**config.mk**
```make
export PLATFORM = sky130hd
export DESIGN_NAME = stereo_level_limiter
export DESIGN_NICKNAME = d
export VERILOG_FILES = /design/src/rtl/sll_pkg.sv /design/src/rtl/sll_chan.sv /design/src/rtl/sll_timeout.sv /design/src/rtl/stereo_level_limiter.sv
export SDC_FILE = /design/constraint.sdc
export NUM_CORES = 1
export LEC_CHECK = 0
export BUFFER_PORTS_ARGS = -buffer_cell sky130_fd_sc_hd__buf_2
export CELL_PAD_IN_SITES_DETAIL_PLACEMENT = 1
export CELL_PAD_IN_SITES_GLOBAL_PLACEMENT = 2
export CORE_MARGIN = 2
export CORE_UTILIZATION = 31
export DETAILED_ROUTE_END_ITERATION = 8
export PLACE_DENSITY = 0.8
export SLEW_MARGIN = 20
export SYNTH_ARGS = -nofsm -noshare
export SYNTH_HDL_FRONTEND = slang
export SYNTH_HIERARCHICAL = 1
export SYNTH_SLANG_ARGS = --single-unit
export TNS_END_PERCENT = 10
```
**constraint.sdc**
```tcl
create_clock -name clk -period 6.6 [get_ports clk]
set_input_delay 0.33 -clock clk [delete_from_list [all_inputs] [get_ports clk]]
set_output_delay 0.33 -clock clk [all_outputs]
set_load 0.02 [all_outputs]
```
**src/rtl/sll_pkg.sv**
```systemverilog
package sll_pkg;

   typedef logic [1:0] sel2_t;

   // Steps per raise: forced to one in immediate mode.
   function automatic int unsigned step_count(input sel2_t sel, input logic imm);
      return imm ? 1 : (1 << sel);
   endfunction

   // Strobes until forced adoption.
   function automatic int unsigned tmo_limit(input int unsigned base, input sel2_t sel);
      return base << sel;
   endfunction

endpackage

```
**src/rtl/sll_chan.sv**
```systemverilog
module sll_chan #(
   parameter int DATA_W = 16
) (
   input  logic              clk,
   input  logic              rst_n,
   input  logic              strobe,
   input  logic [DATA_W-1:0] sample,
   output logic [DATA_W-2:0] mag,
   output logic              zc
);
   localparam logic [DATA_W-1:0] MOST_NEG = {1'b1, {(DATA_W-1){1'b0}}};
   localparam logic [DATA_W-2:0] MAG_MAX  = {(DATA_W-1){1'b1}};

   logic              prev_sign_q;
   logic [DATA_W-1:0] negated;

   always_comb begin
      negated = -sample;
      if (!sample[DATA_W-1])
         mag = sample[DATA_W-2:0];
      else if (sample == MOST_NEG)
         mag = MAG_MAX;
      else
         mag = negated[DATA_W-2:0];
      zc = (sample == '0) || (sample[DATA_W-1] != prev_sign_q);
   end

   always_ff @(posedge clk or negedge rst_n) begin
      if (!rst_n)
         prev_sign_q <= 1'b0;
      else if (strobe)
         prev_sign_q <= sample[DATA_W-1];
   end
endmodule

```
**src/rtl/sll_timeout.sv**
```systemverilog
module sll_timeout
   import sll_pkg::*;
#(
   parameter int TMO_BASE = 128
) (
   input  logic  clk,
   input  logic  rst_n,
   input  logic  clear,
   input  logic  tick,
   input  sel2_t sel,
   output logic  expire
);
   localparam int CNT_W = $clog2(TMO_BASE * 8) + 1;

   logic [CNT_W-1:0] cnt_q;
   logic [CNT_W-1:0] last;

   always_comb begin
      last   = CNT_W'(tmo_limit(TMO_BASE, sel) - 1);
      expire = tick && (cnt_q == last);
   end

   always_ff @(posedge clk or negedge rst_n) begin
      if (!rst_n)
         cnt_q <= '0;
      else if (clear)
         cnt_q <= '0;
      else if (tick)
         cnt_q <= cnt_q + 1'b1;
   end
endmodule

```
**src/rtl/stereo_level_limiter.sv**
```systemverilog
module stereo_level_limiter
   import sll_pkg::*;
#(
   parameter int DATA_W   = 16,
   parameter int GAIN_W   = 7,
   parameter int TMO_BASE = 128
) (
   input  logic              clk,
   input  logic              rst_n,
   input  logic              smp_valid,
   input  logic [DATA_W-1:0] smp_left,
   input  logic [DATA_W-1:0] smp_right,
   input  logic              lim_en,
   input  logic [1:0]        thr_sel,
   input  logic [1:0]        step_sel,
   input  logic              zc_off,
   input  logic [1:0]        tmo_sel,
   input  logic              adc_pwr,
   input  logic              dac_pwr,
   output logic [GAIN_W-1:0] gain_left,
   output logic [GAIN_W-1:0] gain_right,
   output logic              path_rec
);
   localparam int NCH = 2;
   localparam int SH  = DATA_W - 16;
   localparam logic [GAIN_W:0]   GMAX = {1'b0, {GAIN_W{1'b1}}};
   localparam logic [DATA_W-2:0] C0   = (DATA_W-1)'(24573) << SH;
   localparam logic [DATA_W-2:0] C1   = (DATA_W-1)'(20437) << SH;
   localparam logic [DATA_W-2:0] C2   = (DATA_W-1)'(16423) << SH;
   localparam logic [DATA_W-2:0] C3   = (DATA_W-1)'(12314) << SH;

   if (DATA_W < 16) begin : g_bad_data_w
      $error("stereo_level_limiter: DATA_W must be at least 16");
   end
   if (GAIN_W < 4) begin : g_bad_gain_w
      $error("stereo_level_limiter: GAIN_W must hold an 8-step raise");
   end
   if (TMO_BASE < 1) begin : g_bad_tmo
      $error("stereo_level_limiter: TMO_BASE must be positive");
   end

   logic [DATA_W-1:0] smp_arr [NCH];
   logic [DATA_W-2:0] mag     [NCH];
   logic [NCH-1:0]    zc;
   logic [GAIN_W-1:0] gain_q  [NCH];
   logic [GAIN_W-1:0] tgt_q;
   logic [NCH-1:0]    pend_q;
   logic [DATA_W-2:0] ceiling;
   logic              active, over, fire, tick, expire;
   logic [GAIN_W:0]   sum;
   logic [GAIN_W-1:0] next_tgt;

   assign smp_arr[0] = smp_left;
   assign smp_arr[1] = smp_right;

   for (genvar c = 0; c < NCH; c++) begin : g_ch
      sll_chan #(.DATA_W(DATA_W)) i_chan (
         .clk    (clk),
         .rst_n  (rst_n),
         .strobe (smp_valid),
         .sample (smp_arr[c]),
         .mag    (mag[c]),
         .zc     (zc[c])
      );
   end

   always_comb begin
      unique case (thr_sel)
         2'd0:    ceiling = C0;
         2'd1:    ceiling = C1;
         2'd2:    ceiling = C2;
         default: ceiling = C3;
      endcase
      active   = lim_en && (adc_pwr || dac_pwr);
      over     = (mag[0] >= ceiling) || (mag[1] >= ceiling);
      sum      = {1'b0, tgt_q} + (GAIN_W+1)'(step_count(step_sel, zc_off));
      next_tgt = (sum > GMAX) ? GMAX[GAIN_W-1:0] : sum[GAIN_W-1:0];
      fire     = smp_valid && active && !zc_off && (pend_q == '0) && over;
      tick     = smp_valid && active && !zc_off && (pend_q != '0);
   end

   sll_timeout #(.TMO_BASE(TMO_BASE)) i_tmo (
      .clk    (clk),
      .rst_n  (rst_n),
      .clear  (fire),
      .tick   (tick),
      .sel    (tmo_sel),
      .expire (expire)
   );

   always_ff @(posedge clk or negedge rst_n) begin
      if (!rst_n) begin
         tgt_q  <= '0;
         pend_q <= '0;
         for (int c = 0; c < NCH; c++) gain_q[c] <= '0;
      end else if (smp_valid && active) begin
         if (zc_off) begin
            // immediate mode: step forced to one, both channels follow
            tgt_q  <= over ? next_tgt : tgt_q;
            pend_q <= '0;
            for (int c = 0; c < NCH; c++) gain_q[c] <= over ? next_tgt : tgt_q;
         end else if (pend_q == '0) begin
            if (over) begin
               tgt_q  <= next_tgt;
               pend_q <= '1;
            end
         end else begin
            for (int c = 0; c < NCH; c++) begin
               if (pend_q[c] && (zc[c] || expire)) begin
                  gain_q[c] <= tgt_q;
                  pend_q[c] <= 1'b0;
               end
            end
         end
      end
   end

   assign gain_left  = gain_q[0];
   assign gain_right = gain_q[1];
   assign path_rec   = adc_pwr;
endmodule

```
[Word-level counts from Yosys, hierarchy flattened]
Index checks and enable logic that the tools add are counted.
Word-level totals
  register bits: 36
  input bits: 45
  output and inout port bits: 15
  logic and storage cells: 80
Operators by class
  add/sub/neg operators: 5
  $lt $le $gt $ge: 3
  equality and inequality tests: 9
  shift operators: 2
  multiplexer cells: 21
  reductions and logical operators: 32
Operator list (count)
  2-to-1 mux 15 bit: 4
  case mux 15 bit (3 select lines): 1
  2-to-1 mux 7 bit: 6
  equality test 16 bit (second input constant): 2
  logical NOT 16 bit: 2
  greater-or-equal comparator 15 bit: 2
  negation 15 bit: 2
  2-to-1 mux 14 bit: 2
  2-to-1 mux 11 bit: 2
  AND reduction 3 bit: 4
  adder 11 x 1 -> 11 bit (second input constant): 1
  equality test 11 bit: 1
  << shifter 8 x 2 -> 11 bit (first input constant): 1
  subtractor 11 x 1 -> 11 bit (second input constant): 1
  nonzero test 2 bit: 5
  logical AND 1 bit: 9
  adder 7 x 8 -> 8 bit: 1
  > comparator 8 x 7 -> 1 bit (second input constant): 1
  2-to-1 mux 8 bit: 1
  << shifter 1 x 2 -> 8 bit (first input constant): 1
  logical OR 1 bit: 6
  2-to-1 mux 2 bit: 3
  nonzero test 3 bit: 2
  logical NOT 2 bit: 2
  other kinds (8): 10

[Longest topological paths before layout]
Gate-level depths: netlist of the first run.
  depth after elaboration: 11
  depth in mapped cells: 18
  depth with buffers taken out: 17

[By module]
Netlist of the first run, hierarchy kept.
Modules (own cells, without submodules)
  stereo_level_limiter: instances 1, cells each 219, area an instance 2074.5 um^2, sequential area each 575.6 um^2
  sll_chan: instances 2, cells each 80, area an instance 538.0 um^2, sequential area each 25.0 um^2
  sll_timeout: instances 1, cells each 60, area an instance 606.8 um^2, sequential area each 275.3 um^2

[Least setup slack after synthesis of the first run]
Ideal clock, no wire load.
  kind: input-to-reg
  start point: input port smp_right[0]
  end point: register i_tmo.cnt_q[9]
  library setup time: 0.077 ns
  arrival: 4.412 ns
  required time: 6.523 ns
  setup slack: 2.110 ns
  cell stages on the path: 16
  buffers on the path: 0
  cells stage by stage: inv_1 > ha_1 > or3b_1 > or3_2 > or4_1 > o211a_1 > ha_1 > nand2_1 > o21ba_1 > nand3_1 > o2111ai_2 > nor2_4 > nor4b_1 > o2111ai_2 > or4_1 > a21oi_1
RTL lines
  start, declared: RTL line stereo_level_limiter.sv:12  | input logic [DATA_W-1:0] smp_right,
  end signal, assigned: RTL line sll_timeout.sv:29  | cnt_q <= cnt_q + 1'b1;
  end, declared: RTL line sll_timeout.sv:15  | logic [CNT_W-1:0] cnt_q;

==> results.ini, run 1 <==
[timing]
whs_ps=143
slew_violations=0
final.period_utilization_pct=70.5
hold_violations=0
finalSetupTns_ps=0
fmax_mhz=215
fin_crit_ps=4650
worstMarginPinSlew_ps=853
finalSetupViolCount=0
maxSlewHeadroom_pct=42.7
fin_skew_ps=6.28
rsz0062_at_grt=false

[synth]
syn_area_per_cell_um2=8.56
yosys_most_used_dff=dfrtp_1
synth_edf_count=0
yosysTopAreaCell=dfrtp_1
synth_cells=439
ys_seq_area_share_pct=24.0
synthArstFlopShare_pct=100
ys_ff_latch=36
synth_top_cell_area_share_pct=24.0
ys_top_cells_by_area=dfrtp_1 24%, ha_1 11%, o21ai_0 6.4%, nand2_1 5.0%, a21oi_1 3.6%
synth_nets=519
synth_cell_types=70
ys_warn_count=6
synth_area_um2=3760

[power_and_ir_drop]
p_sw_mw=0.360
max-vdd-ir-drop_v=0.000138
internal_power_mw=0.602
leakagePower_nw=1.92
p_comb_share_pct=40.2
netSwitchingFraction_pct=37.5
p_clk_share_pct=25.6
power_density_nw_per_um2=223
power_frac_seq_pct=34.2

[clock_tree]
cts_setup_buffers=0
cts_root_buf=clkbuf_16
cts_made_buffers=5
cts.sinks=36
cts_buffer_depth=2
ctsResizeCount=0
insertion_delay_ps=280
cts_tree=done
path_clk_slew_ps=50
hold_buffers=0
htree_levels=2

[floorplanning]
initial_core_util_pct=31.5
fp.dieW_um=114
dieHeight_um=114
row_count=40
core_um2=11900
ios=60
die-area_um2=13000

[drt]
dr.pass1.iters=4
drc=0
final_antenna_net_count=0
vias=3563
routed_wl_um=10100
post_drt_via_cell_ratio=5.61
drt-wirelength-per-cell_um=15.9
dr.first_iter.drc_count=119

[layout]
fillers=1421
nets=568
antenna_cells=0
drive_above_1_share_pct=23.0
area_growth_pct=15.0

[worst_setup_path]
cp.arrival_ps=4860
cp.required_ps=6810
cp_max_fo=14
startpoint_type=primary input
crit_path_end_kind=register
critPathSlowestCell=or4b_2
crit_chain=buf_2, inv_1, ha_1, or4b_2, nor4_4, o21ai_0, o21ai_0, a2bb2oi_1, o211a_1, a211oi_1, o2111ai_2, nor2_4, nor4b_2, buf_4, o2111ai_2, or4_1, a21oi_1
max_stage_delay_ps=630
criticalPathCategory=primary input to register

[global_routing]
grt_pass1_vias=3617
grt_util_all_layers_pct=16.2
grt_overflow_total=0
grt_pass1_wl_um=17400
antenna_found_initial=0
grt_start_max_net_pins=37

[placement]
place_congestion=0.777
port-buffer-count=59
hpwl_um=7870

[min_path]
hp-class=primary input to async pin

[outcome]
status=complete, no violations

[run]
max-cap-violations=0

==> synthesized netlist by cell type (4+ instances only) <==
| library cell | n |
|---|---|
| xor2_1 | 4 |
| a21oi_1 | 27 |
| o21ai_0 | 48 |
| o21a_1 | 5 |
| mux2_2 | 4 |
| nor2_1 | 26 |
| ha_1 | 34 |
| o31ai_1 | 15 |
| clkbuf_1 | 9 |
| mux2i_1 | 8 |
| nand4_1 | 6 |
| o21bai_1 | 6 |
| or4b_2 | 4 |
| inv_1 | 16 |
| nand2b_1 | 5 |
| or3_2 | 5 |
| o211a_1 | 4 |
| nand3_1 | 5 |
| mux2_4 | 4 |
| nand2_1 | 50 |
| o22a_1 | 5 |
| o211ai_1 | 6 |
| nor4b_1 | 4 |
| o41ai_1 | 4 |
| nor3_1 | 7 |
| or4_1 | 6 |
| dfrtp_1 | 36 |
| or3_1 | 7 |
| or4_4 | 6 |
| a21bo_2 | 4 |
==> metrics by stage <==
step | total power, mW | std cells | cell area (µm²) | util (%) | setup WS, ps
CTS | 0.975 | 635 | 4310 | 36.2 | 1900
detailed placement | 0.724 | 628 | 4160 | 34.9 | 1630
global route | 1.04 | 635 | 4320 | 36.3 | 1500
global placement | 0.704 | 628 | 4160 | 34.9 | 1750
floorplan | 0.599 | 439 | 3760 | - | 2110
finish | 0.962 | 635 | 4320 | 36.3 | 1950
==> worst paths after layout <==
check	start	to	slack (ps)	cells past startpoint
setup / recovery	smp_right[0]	i_tmo/cnt_q[9]	1950	17
hold / removal	rst_n	i_tmo/cnt_q[7]	140	1
setup reg to reg	pend_q[1]	gain_left[5]	3680	7
hold reg to reg	gain_left[2]	gain_left[2]	470	2
max in group asynchronous	rst_n	gain_right[5]	5910	1
min in group clk	smp_valid	g_ch[0].i_chan/prev_sign_q	400	2
==> state kept, by name, indices dropped and copies added, names as in the netlist <==
name / flops
pend_q: 2
g_ch.i_chan/prev_sign_q: 2
tgt_q: 7
gain_left: 7
i_tmo/cnt_q: 11
gain_right: 7
==> per-layer routing <==
layer	routed length, µm	vias up	share of wire, %	track usage (%)
li1	-	1761	-	-
met2	4970	54	49	28.6
met3	242	11	2.4	1.85
met5	0	-	0	0
met4	145	0	1.4	5.20
met1	4760	1737	47	20.7
==> kinds of logic after synthesis <==
| group | after synthesis | share of synthesized area [%] |
|---|---|---|
| XOR/XNOR | 7 | 1.63 |
| buffers and inverters | 34 | 4.10 |
| multiplexers | 19 | 5.83 |
| AO/OA/AOI/OAI | 144 | 25.8 |
| adder cells (fa/ha/maj) | 35 | 11.9 |
| flip-flops | 36 | 24.0 |
| AND/OR/NAND/NOR | 164 | 26.8 |
==> power groups by stage <==
stage	Sequential, mW	Clock (mW)	Combinational, mW
6_report	0.329	0.246	0.387
5_1_grt	0.339	0.263	0.434
4_1_cts	0.331	0.253	0.391
3_5_place_dp	0.334	0	0.390
3_3_place_gp	0.331	0	0.373
2_1_floorplan	0.357	0	0.241
==> area by class of cell <==
type | instances | area [µm²] | area share [%]
sequential | 36 | 901 | 20.9
inverter | 16 | 60.1 | 1.39
multi-input combinational | 369 | 2720 | 63.0
timing repair buffer | 60 | 303 | 7.01
clock buffer | 7 | 153 | 3.53
tap | 147 | 184 | 4.26
==> placed cells by master, fill, tap and decap left out, types with 7 or more instances in the layout <==
cell     instances
buf_2           59
nand2_1         50
o21ai_0         48
dfrtp_1         36
ha_1            34
a21oi_1         27
nor2_1          26
inv_1           16
o31ai_1         15
mux2i_1          8
nor3_1           7
or3_1            7
==> critical path, delay by kind of cell <==
family,cells,cell delay [ps]
and+or+nand+nor,5,2080
AOI/OAI and AO/OA,8,1820
adders and majority gates,1,210
buffers and inverters,3,390
Note: power is estimated with default switching activity, not from simulation.
==> inputs of run 2 (changes only) <==
--- a/config.mk
+++ b/config.mk
@@ -11,7 +11,7 @@
 export CORE_MARGIN = 2
 export CORE_UTILIZATION = 31
 export DETAILED_ROUTE_END_ITERATION = 8
-export PLACE_DENSITY = 0.8
+export PLACE_DENSITY = 0.83
 export SLEW_MARGIN = 20
 export SYNTH_ARGS = -nofsm -noshare
 export SYNTH_HDL_FRONTEND = slang
==> constraint.sdc (replaced) <==
create_clock -name clk -period 4.1 [get_ports clk]
set_input_delay 0.205 -clock clk [delete_from_list [all_inputs] [get_ports clk]]
set_output_delay 0.205 -clock clk [all_outputs]
set_load 0.02 [all_outputs]
==> results.ini, run 2 (synthesis gave the netlist of run 1 again) <==
[timing]
maxSlewHeadroom_pct=31.1  ; -12 points
fmax_mhz=252
hold_violations=0  ; unchanged
fin_crit_ps=3970
worstMarginPinSlew_ps=1030  ; +179 ps
finalSetupViolCount=0  ; unchanged
finalSetupTns_ps=0  ; unchanged
final.period_utilization_pct=96.8
slew_violations=0  ; unchanged
fin_skew_ps=4.01  ; -2.26 ps
rsz0062_at_grt=true

[clock_tree]
cts_made_buffers=5  ; unchanged
cts.sinks=36  ; unchanged
insertion_delay_ps=270  ; about the same
cts_root_buf=clkbuf_16
path_clk_slew_ps=50  ; about the same
cts_buffer_depth=2  ; unchanged
htree_levels=2  ; unchanged
cts_tree=done

[floorplanning]
row_count=40  ; unchanged
dieHeight_um=114  ; unchanged
fp.dieW_um=114  ; unchanged
ios=60  ; unchanged
core_um2=11900  ; unchanged
die-area_um2=13000  ; unchanged
initial_core_util_pct=31.5  ; unchanged

[global_routing]
grt_overflow_total=0  ; unchanged
grt_pass1_vias=3895  ; +7.7%
antenna_found_initial=0  ; unchanged
grt_start_max_net_pins=37  ; unchanged
grt_pass1_wl_um=18400  ; +6.0%
grt_util_all_layers_pct=17.1  ; +0.86 points

[power_and_ir_drop]
leakagePower_nw=2.06  ; +7.2%
power_density_nw_per_um2=345  ; +55%
p_comb_share_pct=42.4  ; +2.2 points
max-vdd-ir-drop_v=0.000295  ; +110%
p_clk_share_pct=24.2  ; -1.4 points
internal_power_mw=0.997  ; +66%
p_sw_mw=0.595  ; +65%
power_frac_seq_pct=33.5  ; -0.7 points
netSwitchingFraction_pct=37.4  ; -0.097 points
p_total_mw=1.59  ; +65%

[placement]
place_congestion=0.806  ; +3.7%
dp.cells=648  ; +3.2%
port-buffer-count=59  ; unchanged
hpwl_um=8440  ; +7.2%

[worst_setup_path]
crit_path_end_kind=register
criticalPathCategory=primary input to register
cp.arrival_ps=4170  ; -690 ps
cp_max_fo=6  ; -8
startpoint_type=primary input
cp.required_ps=4300  ; -2510 ps

[drt]
drc=0  ; unchanged
post_drt_via_cell_ratio=5.59  ; -0.37%
drt-wirelength-per-cell_um=16.5  ; +3.8%
dr.first_iter.drc_count=134  ; +13%
final_antenna_net_count=0  ; unchanged
routed_wl_um=10900  ; +7.7%
vias=3684  ; +3.4%
dr.pass1.iters=4  ; unchanged

[layout]
largest_reg_flops=11  ; unchanged
finalNonFillerCells=659  ; +3.8%
final_cell_mix=59 x buf_2, 50 x nand2_1, 42 x o21ai_0
finish.utilization_pct=38.7  ; +2.5 points
drive_above_1_share_pct=29.7  ; +6.7 points
largest-register=i_tmo/cnt_q
final_common_cell=buf_2
nets=592  ; +4.2%
area_growth_pct=22.8
antenna_cells=0  ; unchanged

[run]
max-cap-violations=0  ; unchanged

[min_path]
hp-class=primary input to async pin

[outcome]
status=complete, no violations

run 2: cell count changes in the layout (fill, tap and decap cells not counted), moves of 3 or more:
cell     before  now
a21oi_1      27   23
a21oi_2       0    4
buf_4         1   23
ha_1         34   31
o21ai_0      48   42
o21ai_1       0    6
run 2: power by group through the flow:
stage | combinational (mW) | clock (mW) | sequential [mW]
3_5_place_dp | 0.657 | 0 | 0.539
4_1_cts | 0.661 | 0.396 | 0.535
2_1_floorplan | 0.392 | 0 | 0.575
6_report | 0.674 | 0.385 | 0.533
3_3_place_gp | 0.622 | 0 | 0.534
5_1_grt | 0.756 | 0.412 | 0.550
run 2: metrics by stage:
step | setup slack (ps) | hold slack [ps] | cell area [µm²]
after CTS | 129 | 65.8 | 4470
after detailed placement | -148 | 354 | 4320
after global placement | 16.8 | 348 | 4320
final | 130 | 26.0 | 4610
after global routing | -39.5 | 100 | 4610
after floorplan | 0.856 | -90.6 | 3770
run 2: critical path: stages:
cell and delay, ps:
buf_2 100, inv_1 70, ha_2 170, or3b_4 400, or3_2 440, or4_4 520
o211a_1 150, ha_4 280, nand2_1 60, o21ba_2 250, nand3_2 100, o2111ai_4 260
nor2_4 80, nor4b_4 310, o2111ai_2 170, buf_6 160, or3_1 320, a21oi_2 130
run 2: final timing paths:
path / cells after the start / end / slack [ps] / start
min in group clk: 2 / g_ch[0].i_chan/prev_sign_q / 270 / smp_valid
max: 18 / i_tmo/cnt_q[7] / 130 / smp_right[0]
min reg2reg: 2 / gain_left[6] / 480 / gain_left[6]
min: 1 / i_tmo/cnt_q[8] / 30 / rst_n
max reg2reg: 8 / gain_right[5] / 1470 / pend_q[1]
max in group asynchronous: 1 / gain_right[3] / 3550 / rst_n
run 2: layer usage:
| layer | track usage [%] | up-vias | part of all wire, % |
|---|---|---|---|
| met4 | 3.58 | 0 | 0.84 |
| li1 | - | 1812 | - |
| met5 | 0 | - | 0 |
| met3 | 2.17 | 6 | 2.3 |
| met1 | 21.1 | 1824 | 44 |
| met2 | 31.7 | 42 | 53 |
run 2: repair_timing:
item | in CTS | in global routing
hold buffers | 0 | 0
resized for setup | 0 | 30
hold endpoints to repair | 0 | 0
setup buffers | 0 | 4
endpoints found under the setup margin | 0 | 12
run 2: area by class of cell:
class                           count  area [µm²]
Timing Repair Buffer               84         490
Tap cell                          147         184
Fill cell                        1441        7300
Multi-Input combinational cell    369        2830
Clock buffer                        7         153
Inverter                           16        60.1
Sequential cell                    36         901
==> inputs of run 3 (changes only) <==
==> constraint.sdc (replaced) <==
create_clock -name clk -period 4.1 [get_ports clk]
set_input_delay 1.025 -clock clk [delete_from_list [all_inputs] [get_ports clk]]
set_output_delay 1.025 -clock clk [all_outputs]
set_load 0.02 [all_outputs]
==> results.ini, run 3 (synthesis gave the netlist of run 1 again) <==
[outcome]
status=finished with violations
violations=negative setup slack

[worst_setup_path]
crit_path_end_kind=register
cp.required_ps=4260  ; -40 ps
crit_family=simple AND/OR/NAND/NOR gates
cp.depth=18  ; unchanged
regToRegSetupSlack_ps=1540  ; +70 ps
path_buf_inv=3  ; unchanged
crit_chain=buf_2, inv_2, ha_4, or3b_4, or4b_1, mux2_2, o22a_1, ha_4, and4_1, o2111a_1, o211ai_1, o311ai_4, nor2_4, nor4b_4, o2111ai_2, buf_4, o31ai_1, a21oi_1
max_stage_delay_ps=480  ; -40 ps
startpoint_type=primary input
critPathSlowestCell=or4b_1
rr_endpoint=gain_left[2]
criticalPathCategory=primary input to register
cp_max_fo=6  ; unchanged
crit_top_cell=ha_4
r2r-start=i_tmo/cnt_q[8]
reg2reg_depth=7  ; -1
critPathLaunch=smp_left[1]
cp.arrival_ps=4810  ; +640 ps
critPathCapture=i_tmo/cnt_q[9]

[clock_tree]
cts_root_buf=clkbuf_16
cts_made_buffers=5  ; unchanged
insertion_delay_ps=280  ; about the same
cts.sinks=36  ; unchanged
cts_tree=done
path_clk_slew_ps=50  ; about the same
hold_buffers=0  ; unchanged
cts_buffer_depth=2  ; unchanged
htree_levels=2  ; unchanged

[placement]
place_congestion=0.774  ; -4.0%
dp.cells=703  ; +8.5%
port-buffer-count=59  ; unchanged
hpwl_um=8810  ; +4.4%

[drt]
drc=0  ; unchanged
drt-wirelength-per-cell_um=16.0  ; -3.4%
routed_wl_um=11500  ; +5.5%
dr.first_iter.drc_count=160  ; +19%
dr.pass1.iters=4  ; unchanged
post_drt_via_cell_ratio=5.38  ; -3.7%
final_antenna_net_count=0  ; unchanged
vias=3875  ; +5.2%

[floorplanning]
row_count=40  ; unchanged
dieHeight_um=114  ; unchanged
core_um2=11900  ; unchanged
die-area_um2=13000  ; unchanged
ios=60  ; unchanged
initial_core_util_pct=31.5  ; unchanged
fp.dieW_um=114  ; unchanged

[timing]
worstMarginPinSlew_ps=1100  ; +72.0 ps
maxSlewHeadroom_pct=26.3  ; -4.8 points
whs_ps=484  ; +458 ps
fin_ws_ps=-548  ; -678 ps
hold_violations=0  ; unchanged
fmax_mhz=215  ; -15%
fin_crit_ps=4650  ; +678 ps
rsz0062_at_grt=true
finalSetupViolCount=34  ; +34
final.period_utilization_pct=113  ; +17 points
fin_skew_ps=3.68  ; -0.337 ps
slew_violations=0  ; unchanged

[layout]
fillers=1443  ; +0.14%
final_cell_mix=81 x buf_4, 57 x buf_2, 49 x nand2_1
largest-register=i_tmo/cnt_q
antenna_cells=0  ; unchanged
finalNonFillerCells=720  ; +9.3%
final_common_cell=buf_4
area_growth_pct=39.2
nets=652  ; +10%
finish.utilization_pct=43.9  ; +5.2 points
largest_reg_flops=11  ; unchanged
drive_above_1_share_pct=40.3  ; +11 points

[power_and_ir_drop]
p_clk_share_pct=22.7  ; -1.5 points
internal_power_mw=1.04  ; +4.8%
netSwitchingFraction_pct=38.0  ; +0.63 points
power_frac_seq_pct=31.7  ; -1.8 points
leakagePower_nw=2.38  ; +16%
max-vdd-ir-drop_v=0.000253  ; -14%
power_density_nw_per_um2=322  ; -6.6%
p_comb_share_pct=45.6  ; +3.2 points
p_sw_mw=0.640  ; +7.7%

[run]
max-cap-violations=0  ; unchanged

[global_routing]
grt_start_max_net_pins=37  ; unchanged
grt_util_all_layers_pct=17.6  ; +0.52 points
grt_pass1_vias=3923  ; +0.72%
antenna_found_initial=0  ; unchanged
grt_overflow_total=0  ; unchanged
grt_pass1_wl_um=18700  ; +1.4%

[min_path]
hp-class=register to register

run 3: cell types whose count changed in the layout (fill, tap and decap cells not counted), sizes merged:
| cell | delta |
|---|---|
| inv | -1 |
| clkinv | +3 |
| clkbuf | -1 |
| buf | +60 |
run 3: tightest hold or removal path, cell delays in order, from the launching register on:
cell and delay, ps:
dfrtp_1 340, nand2_1 50, o31ai_1 50
run 3: timing repair:
| item | 4_1_cts | 5_1_grt |
|---|---|---|
| buffers inserted | 5 | 4 |
| endpoints found under the setup margin | 34 | 34 |
| pin swaps | 9 | 7 |
| resized for setup | 16 | 41 |
| cloned | 0 | 0 |
run 3: worst min-delay path by stage:
stage | start | to | slack, ps | cells past startpoint
floorplan | pend_q[0] | pend_q[0] | 490 | 1
global route | gain_left[6] | gain_left[6] | 510 | 2
detailed placement | gain_left[5] | gain_left[5] | 470 | 2
CTS | gain_left[5] | gain_left[5] | 480 | 2
global placement | gain_right[4] | gain_right[4] | 460 | 2
finish | gain_left[5] | gain_left[5] | 480 | 2
run 3: area by class of cell:
| cell class | instances | area, µm² | area share, % |
|---|---|---|---|
| multi-input cells | 369 | 2950 | 56.3 |
| repair buffers | 144 | 973 | 18.6 |
| flip-flops and latches | 36 | 901 | 17.2 |
| well taps | 147 | 184 | 3.52 |
| clock buffers | 6 | 139 | 2.66 |
| inverters | 16 | 77.6 | 1.48 |
| clock inverters | 2 | 10.0 | 0.191 |
run 3: power groups by stage:
stage                     sequential [mW]  clock (mW)  combinational (mW)
final                               0.535       0.383               0.768
after floorplan                     0.575           0               0.408
after global routing                0.550       0.412               0.848
after global placement              0.530           0               0.680
after CTS                           0.532       0.393               0.741
after detailed placement            0.535           0               0.714
run 3: metrics by stage:
step                      setup slack, ps  setup TNS (ps)  total power [mW]  area (µm²)
after floorplan                      -584           -6440             0.983        3870
after global placement               -762          -18600              1.21        4830
after detailed placement             -879          -22200              1.25        4830
after CTS                            -517          -10050              1.66        5060
after global routing                 -737          -15550              1.81        5230
final                                -548          -10060              1.69        5230
run 3: metal layers:
| metal | GRT usage [%] | share of wire, % | vias to the layer above |
|---|---|---|---|
| met3 | 2.06 | 2.0 | 12 |
| met2 | 32.7 | 52 | 43 |
| met1 | 21.4 | 45 | 1885 |
| met5 | 0 | 0 | - |
| li1 | - | - | 1935 |
| met4 | 4.80 | 1.3 | 0 |
